==> src/rtl/txd_pkg.sv <==
package txd_pkg;
  typedef enum logic [3:0] {
    ST_IDLE, ST_STAT, ST_CTRL, ST_BUF, ST_NEXT, ST_DATA, ST_PUSH, ST_WB, ST_SUSP
  } txd_state_e;
  localparam int OWN_BIT  = 31;
  localparam int LAST_BIT = 30;
endpackage

==> src/rtl/txd_fetch.sv <==
module txd_fetch
  import txd_pkg::*;
#(
  parameter int AW    = 32,
  parameter int LEN_W = 14
) (
  input  logic          clk,
  input  logic          rst_n,
  input  logic          enable,
  input  logic          kick,
  input  logic [AW-1:0] ring_base,
  output logic          kick_pending,
  output logic          suspended,
  output logic          req_valid,
  input  logic          req_ready,
  output logic          req_we,
  output logic [AW-1:0] req_addr,
  output logic [31:0]   req_wdata,
  input  logic          rsp_valid,
  input  logic [31:0]   rsp_data,
  output logic          out_valid,
  input  logic          out_ready,
  output logic [7:0]    out_data,
  output logic          out_last
);
  txd_state_e       state;
  logic             waiting, kick_q, last_q, is_read, got;
  logic [AW-1:0]    cur, nxt, bufp, stat_addr_q;
  logic [31:0]      status_q, word_q;
  logic [LEN_W-1:0] remaining;
  logic [2:0]       wcnt;

  assign is_read   = (state == ST_STAT) || (state == ST_CTRL) || (state == ST_BUF) ||
                     (state == ST_NEXT) || (state == ST_DATA);
  assign req_valid = (is_read && !waiting) || (state == ST_WB);
  assign req_we    = (state == ST_WB);
  assign req_wdata = status_q & ~(32'd1 << OWN_BIT);
  assign got       = waiting && rsp_valid;

  always_comb begin
    case (state)
      ST_CTRL: req_addr = cur + AW'(4);
      ST_BUF:  req_addr = cur + AW'(8);
      ST_NEXT: req_addr = cur + AW'(12);
      ST_DATA: req_addr = bufp;
      default: req_addr = cur;
    endcase
  end

  assign out_valid    = (state == ST_PUSH);
  assign out_data     = word_q[7:0];
  assign out_last     = last_q && (remaining == LEN_W'(1));
  assign suspended    = (state == ST_SUSP);
  assign kick_pending = kick_q;

  always_ff @(posedge clk) begin
    if (!rst_n) begin
      state <= ST_IDLE; waiting <= 1'b0; kick_q <= 1'b0; last_q <= 1'b0;
      cur <= '0; nxt <= '0; bufp <= '0; status_q <= '0; word_q <= '0;
      remaining <= '0; wcnt <= '0;
    end else begin
      if (kick) kick_q <= 1'b1;
      else if (got && state == ST_STAT) kick_q <= 1'b0;
      if (req_valid && req_ready && !req_we) waiting <= 1'b1;
      else if (rsp_valid) waiting <= 1'b0;
      case (state)
        ST_IDLE: begin
          if (!enable) cur <= ring_base;
          else if (kick_q) state <= ST_STAT;
        end
        ST_STAT: if (got) begin
          status_q <= rsp_data;
          state    <= rsp_data[OWN_BIT] ? ST_CTRL : ST_SUSP;
        end
        ST_CTRL: if (got) begin
          remaining <= rsp_data[LEN_W-1:0];
          last_q    <= rsp_data[LAST_BIT];
          state     <= ST_BUF;
        end
        ST_BUF: if (got) begin
          bufp  <= rsp_data[AW-1:0];
          state <= ST_NEXT;
        end
        ST_NEXT: if (got) begin
          nxt   <= rsp_data[AW-1:0];
          state <= (remaining == '0) ? ST_WB : ST_DATA;
        end
        ST_DATA: if (got) begin
          word_q <= rsp_data;
          bufp   <= bufp + AW'(4);
          wcnt   <= (remaining >= LEN_W'(4)) ? 3'd4 : remaining[2:0];
          state  <= ST_PUSH;
        end
        ST_PUSH: if (out_ready) begin
          word_q    <= word_q >> 8;
          remaining <= remaining - LEN_W'(1);
          wcnt      <= wcnt - 3'd1;
          if (remaining == LEN_W'(1)) state <= ST_WB;
          else if (wcnt == 3'd1) state <= ST_DATA;
        end
        ST_WB: if (req_ready) begin
          cur   <= nxt;
          state <= enable ? ST_STAT : ST_IDLE;
        end
        ST_SUSP: begin
          if (!enable) state <= ST_IDLE;
          else if (kick_q) state <= ST_STAT;
        end
        default: state <= ST_IDLE;
      endcase
    end
  end

  // checker state: address of the last accepted status read
  always_ff @(posedge clk) begin
    if (!rst_n) stat_addr_q <= '0;
    else if (req_valid && req_ready && state == ST_STAT) stat_addr_q <= req_addr;
  end

  assert_req_hold_R11: assert property (@(posedge clk) disable iff (!rst_n)
    req_valid && !req_ready |=> req_valid && $stable(req_addr) && $stable(req_we));
  assert_wb_same_addr_R5: assert property (@(posedge clk) disable iff (!rst_n)
    req_valid && req_we |-> req_addr == stat_addr_q);
  assert_susp_quiet_R7: assert property (@(posedge clk) disable iff (!rst_n)
    suspended |-> !req_valid);
  assert_push_hold_R11: assert property (@(posedge clk) disable iff (!rst_n)
    out_valid && !out_ready |=> out_valid && $stable(out_data));
endmodule

==> src/rtl/txd_fifo.sv <==
module txd_fifo #(
  parameter int DEPTH = 64
) (
  input  logic       clk,
  input  logic       rst_n,
  input  logic       sf_mode,
  input  logic       in_valid,
  output logic       in_ready,
  input  logic [7:0] in_data,
  input  logic       in_last,
  output logic       out_valid,
  input  logic       out_ready,
  output logic [7:0] out_data,
  output logic       out_last
);
  localparam int PW = $clog2(DEPTH);
  localparam int CW = PW + 1;

  logic [8:0]    store [DEPTH];
  logic [PW-1:0] wr_ptr, rd_ptr;
  logic [CW-1:0] count, frames;
  logic          push, pop;

  assign in_ready  = (count != CW'(DEPTH));
  assign push      = in_valid && in_ready;
  assign out_valid = (count != '0) && (!sf_mode || frames != '0);
  assign pop       = out_valid && out_ready;
  assign out_data  = store[rd_ptr][7:0];
  assign out_last  = store[rd_ptr][8];

  always_ff @(posedge clk) begin
    if (push) store[wr_ptr] <= {in_last, in_data};
  end

  always_ff @(posedge clk) begin
    if (!rst_n) begin
      wr_ptr <= '0; rd_ptr <= '0; count <= '0; frames <= '0;
    end else begin
      if (push) wr_ptr <= wr_ptr + PW'(1);
      if (pop)  rd_ptr <= rd_ptr + PW'(1);
      count  <= count + CW'(push) - CW'(pop);
      frames <= frames + CW'(push && in_last) - CW'(pop && out_last);
    end
  end

  assert_frames_bound_R10: assert property (@(posedge clk) disable iff (!rst_n)
    frames <= count);
  assert_out_hold_R11: assert property (@(posedge clk) disable iff (!rst_n)
    out_valid && !out_ready |=> out_valid && $stable(out_data) && $stable(out_last));
endmodule

==> src/rtl/txd_ring_dma.sv <==
module txd_ring_dma #(
  parameter int AW         = 32,
  parameter int LEN_W      = 14,
  parameter int FIFO_DEPTH = 64
) (
  input  logic          clk,
  input  logic          rst_n,
  input  logic          dma_enable,
  input  logic          dma_kick,
  input  logic          sf_mode,
  input  logic [AW-1:0] ring_base,
  output logic          kick_pending,
  output logic          suspended,
  output logic          mem_req_valid,
  input  logic          mem_req_ready,
  output logic          mem_req_we,
  output logic [AW-1:0] mem_req_addr,
  output logic [31:0]   mem_req_wdata,
  input  logic          mem_rsp_valid,
  input  logic [31:0]   mem_rsp_data,
  output logic          mac_valid,
  input  logic          mac_ready,
  output logic [7:0]    mac_data,
  output logic          mac_last
);
  logic       b_valid, b_ready, b_last;
  logic [7:0] b_data;

  txd_fetch #(.AW(AW), .LEN_W(LEN_W)) u_fetch (
    .clk(clk), .rst_n(rst_n), .enable(dma_enable), .kick(dma_kick),
    .ring_base(ring_base), .kick_pending(kick_pending), .suspended(suspended),
    .req_valid(mem_req_valid), .req_ready(mem_req_ready), .req_we(mem_req_we),
    .req_addr(mem_req_addr), .req_wdata(mem_req_wdata),
    .rsp_valid(mem_rsp_valid), .rsp_data(mem_rsp_data),
    .out_valid(b_valid), .out_ready(b_ready), .out_data(b_data), .out_last(b_last)
  );

  txd_fifo #(.DEPTH(FIFO_DEPTH)) u_fifo (
    .clk(clk), .rst_n(rst_n), .sf_mode(sf_mode),
    .in_valid(b_valid), .in_ready(b_ready), .in_data(b_data), .in_last(b_last),
    .out_valid(mac_valid), .out_ready(mac_ready), .out_data(mac_data), .out_last(mac_last)
  );
endmodule

==> config.mk <==
export PLATFORM = sky130hd
export DESIGN_NAME = txd_ring_dma
export DESIGN_NICKNAME = d
export VERILOG_FILES = /design/src/rtl/txd_pkg.sv /design/src/rtl/txd_fetch.sv /design/src/rtl/txd_fifo.sv /design/src/rtl/txd_ring_dma.sv
export SDC_FILE = /design/constraint.sdc
export NUM_CORES = 1
export LEC_CHECK = 0
export BUFFER_PORTS_ARGS = -buffer_cell sky130_fd_sc_hd__clkbuf_2
export CAP_MARGIN = 0
export CORE_AREA = 2 2 210 418
export CTS_CLUSTER_SIZE = 20
export DETAILED_ROUTE_END_ITERATION = 10
export DIE_AREA = 0 0 212 420
export GPL_TIMING_DRIVEN = 0
export SLEW_MARGIN = 20
export SYNTH_ARGS = -nofsm -noshare
export SYNTH_HDL_FRONTEND = slang
export SYNTH_SLANG_ARGS = --single-unit
==> constraint.sdc <==
create_clock -name clk -period 5 [get_ports clk]
set_input_delay 0.5 -clock clk [delete_from_list [all_inputs] [get_ports clk]]
set_output_delay 0.5 -clock clk [all_outputs]
set_load 0.1 [all_outputs]
==> impl_metrics.toml <==
[pwr]
pwr_density_cell_mw_per_mm2 = 453
leakage_nw = 12.8
peakVddDrop_mv = 0.421

[sta]
slew_violations = 0
slew_headroom = 0.216
hold_viol = 0
worst_pin_slew_ps = 1170
setup_viol = 0
finalWorstSetupSlack_ps = 111
finalCritPeriodShare = 0.978
fmax_mhz = 205
rsz0062_at_grt = "no"
finalCriticalPeriod_ps = 4890
whs_ps = 48.5
clock_skew_ps = 35.7

[logic_synthesis]
postSynthCellCount = 2557
netlist_top_cells_area = "edfxtp_1 51%, dfxtp_1 13%, mux4_2 10%"
syn_avg_cell_area_um2 = 13.3
ys_seq_area_frac = 0.635
yosysTopAreaCellShare = 0.509
ys_seq_elements = 791
synth_area_mm2 = 0.0340
yosysUniqueCellTypes = 84
syn_nets = 2660
synth_edf_count = 576
synth_top_area_cell = "edfxtp_1"
yosys_warnings = 0
ys_async_sr_fraction = 0
ys_dominant_reg_cell = "edfxtp_1"

[job]
maxCapViolations = 0

[worst_setup_path]
worstSetupPathType = "flip-flop to primary output"
cp_top_family = "buffers and inverters"
crit_path_max_fanout = 10
crit_arrival_ps = 4390
worstPathRequired_ps = 4500
critPathLaunchType = "flip-flop"
crit_path_end_kind = "primary output"
cp_slowest_stage_delay_ps = 610
path_cells = "buf_2 -> buf_1 -> nor3_4 -> ha_1 -> a21o_1 -> and2_1 -> a22oi_1 -> or4b_4 -> o311ai_1 -> clkbuf_2"
cp_slowest_cell = "or4b_4"
crit_buf_inv = 3

[placement]
portBuffers = 148
dp_slack_ps = 232
gp_congestion = 1.00
place_hpwl_mm = 88.6

[finish]
insertedDiodeCount = 0
fin_nets = 2891
synthToLayoutAreaGrowth_pct = 14.4
drive_gt1_frac = 0.194
final_cell_mix = "576 x edfxtp_1, 366 x nand2_1, 207 x dfxtp_1"
layout_commonest_cell = "edfxtp_1"

[clock_network]
cts-buffers-inserted = 73
clock_sinks = 791
cts_root_buf = "clkbuf_16"
clk_pin_slew_worst_paths_ps = 70
cts.htree.levels = 3
cts_setup_buffers = 0
cts_tree = "done"
clock_latency_ps = 680
clock_path_buffers = 3

[floorplanning]
initial_core_util = 0.396
rows = 152
die_y_um = 420
dieArea_mm2 = 0.0890
die_x_um = 212
core_area_mm2 = 0.0858
pin_count = 150

[global_route]
grt_pass1_vias = 24100
grtUsageTotal = 0.264
grt_max_degree = 66
grt_first_pass_wirelength_mm = 165
overflow = 0
antenna_found_initial = 0

[route]
drt-total-wl_mm = 117
ant_nets = 0
viasPerCell = 5.84
drc = 0
dr.pass1.iters = 6
dr_total_vias = 23400
route.detailed.wl_per_inst_um = 29.2
drtIter0Drc = 1845

[min_path]
hp-class = "input pin to flip-flop"

[outcome]
status = "completed"
-- Yosys cell counts (all sizes together), types with 18 or more instances --
cell type / n
dfxtp: 215
mux4: 161
a31oi: 18
nand4: 19
o21ai: 83
nand2: 366
inv: 43
a21oi: 156
nand3: 51
nor2: 216
ha: 28
a311oi: 57
clkbuf: 117
edfxtp: 576
mux2i: 31
a22oi: 21
nor3: 35
buf: 72
-- worst min-delay path, delay by kind of cell --
kind,cells,cell delay (ps)
compound gates,1,30
buf+inv,1,70
simple gates,1,60
-- through the flow --
step                TNS (ps)  power, W  instances   util  instance area (um2)
floorplan                  0    0.0106       2557      -                34000
CTS                        0    0.0177       4001  0.453                38800
detailed placement         0    0.0119       3868  0.424                36400
global placement       -32.6    0.0118       3860  0.422                36200
global route               0    0.0181       4001  0.453                38900
finish                     0    0.0176       4001  0.453                38900
-- power by group --
group | switching (W) | total [W] | internal, W
Combinational | 0.00301 | 0.00444 | 0.00144
Clock | 0.00263 | 0.00587 | 0.00324
Sequential | 0.000188 | 0.00728 | 0.00709
-- per-layer routing --
layer,GRT usage,vias to the layer above,part of all wire
met5,0,-,0
met1,0.242,11700,0.31
met2,0.508,1063,0.55
li1,-,10200,-
met4,0.216,0,0.096
met3,0.0370,389,0.047
-- timing repair --
action                                  4_1_cts  5_1_grt
hold buffers                                  0        0
gates resized for setup                       2        7
endpoints found under the setup margin       19       11
-- cell families (layout without fill, tap and decap cells) --
group                      Yosys count  after routing  share of synthesized area
AOI/OAI and AO/OA                  462            462                     0.0889
xor gates and xnor gates            28             28                    0.00721
adders and majority gates           31             31                     0.0121
buffers and inverters              233            522                     0.0292
DFF                                791            791                      0.635
muxes                              202            202                      0.120
other                                1              1                   0.000110
and+or+nand+nor                    809            809                      0.107
-- path summary, 6_finish.rpt --
| kind | from | endpoint | slack (ps) | cells past startpoint |
|---|---|---|---|---|
| worst max-delay path | u_fetch.state[1] | mem_req_addr[23] | 110 | 10 |
| worst min-delay path | dma_kick | u_fetch.kick_pending | 50 | 3 |
| worst max register to register | flip-flop | u_fifo.frames[6] | 330 | 19 |
| worst min register to register | u_fetch.nxt[3] | u_fetch.nxt[3] | 460 | 2 |
-- registers in the layout (all words and copies together) (netlist names), named ones only --
signal,cells
u_fetch.nxt,32
u_fetch.last_q,1
u_fetch.word_q,32
u_fifo.frames,7
u_fifo.count,7
u_fetch.kick_pending,1
u_fifo.wr_ptr,6
u_fifo.rd_ptr,6
u_fetch.remaining,14
u_fifo.store,576
u_fetch.cur,32
u_fetch.waiting,1
u_fetch.status_q,31
u_fetch.state,4
u_fetch.bufp,32
u_fetch.wcnt,3
-- cell type report --
cell class | count | area [um2]
multi-input combinational | 1533 | 11500
clock buffer | 84 | 1890
sequential | 791 | 21600
tap | 1155 | 1450
fill | 7699 | 46900
timing repair buffer | 156 | 836
buffer | 189 | 833
inverter | 44 | 165
clock inverter | 49 | 587
Note: power is estimated with default switching activity, not from simulation.
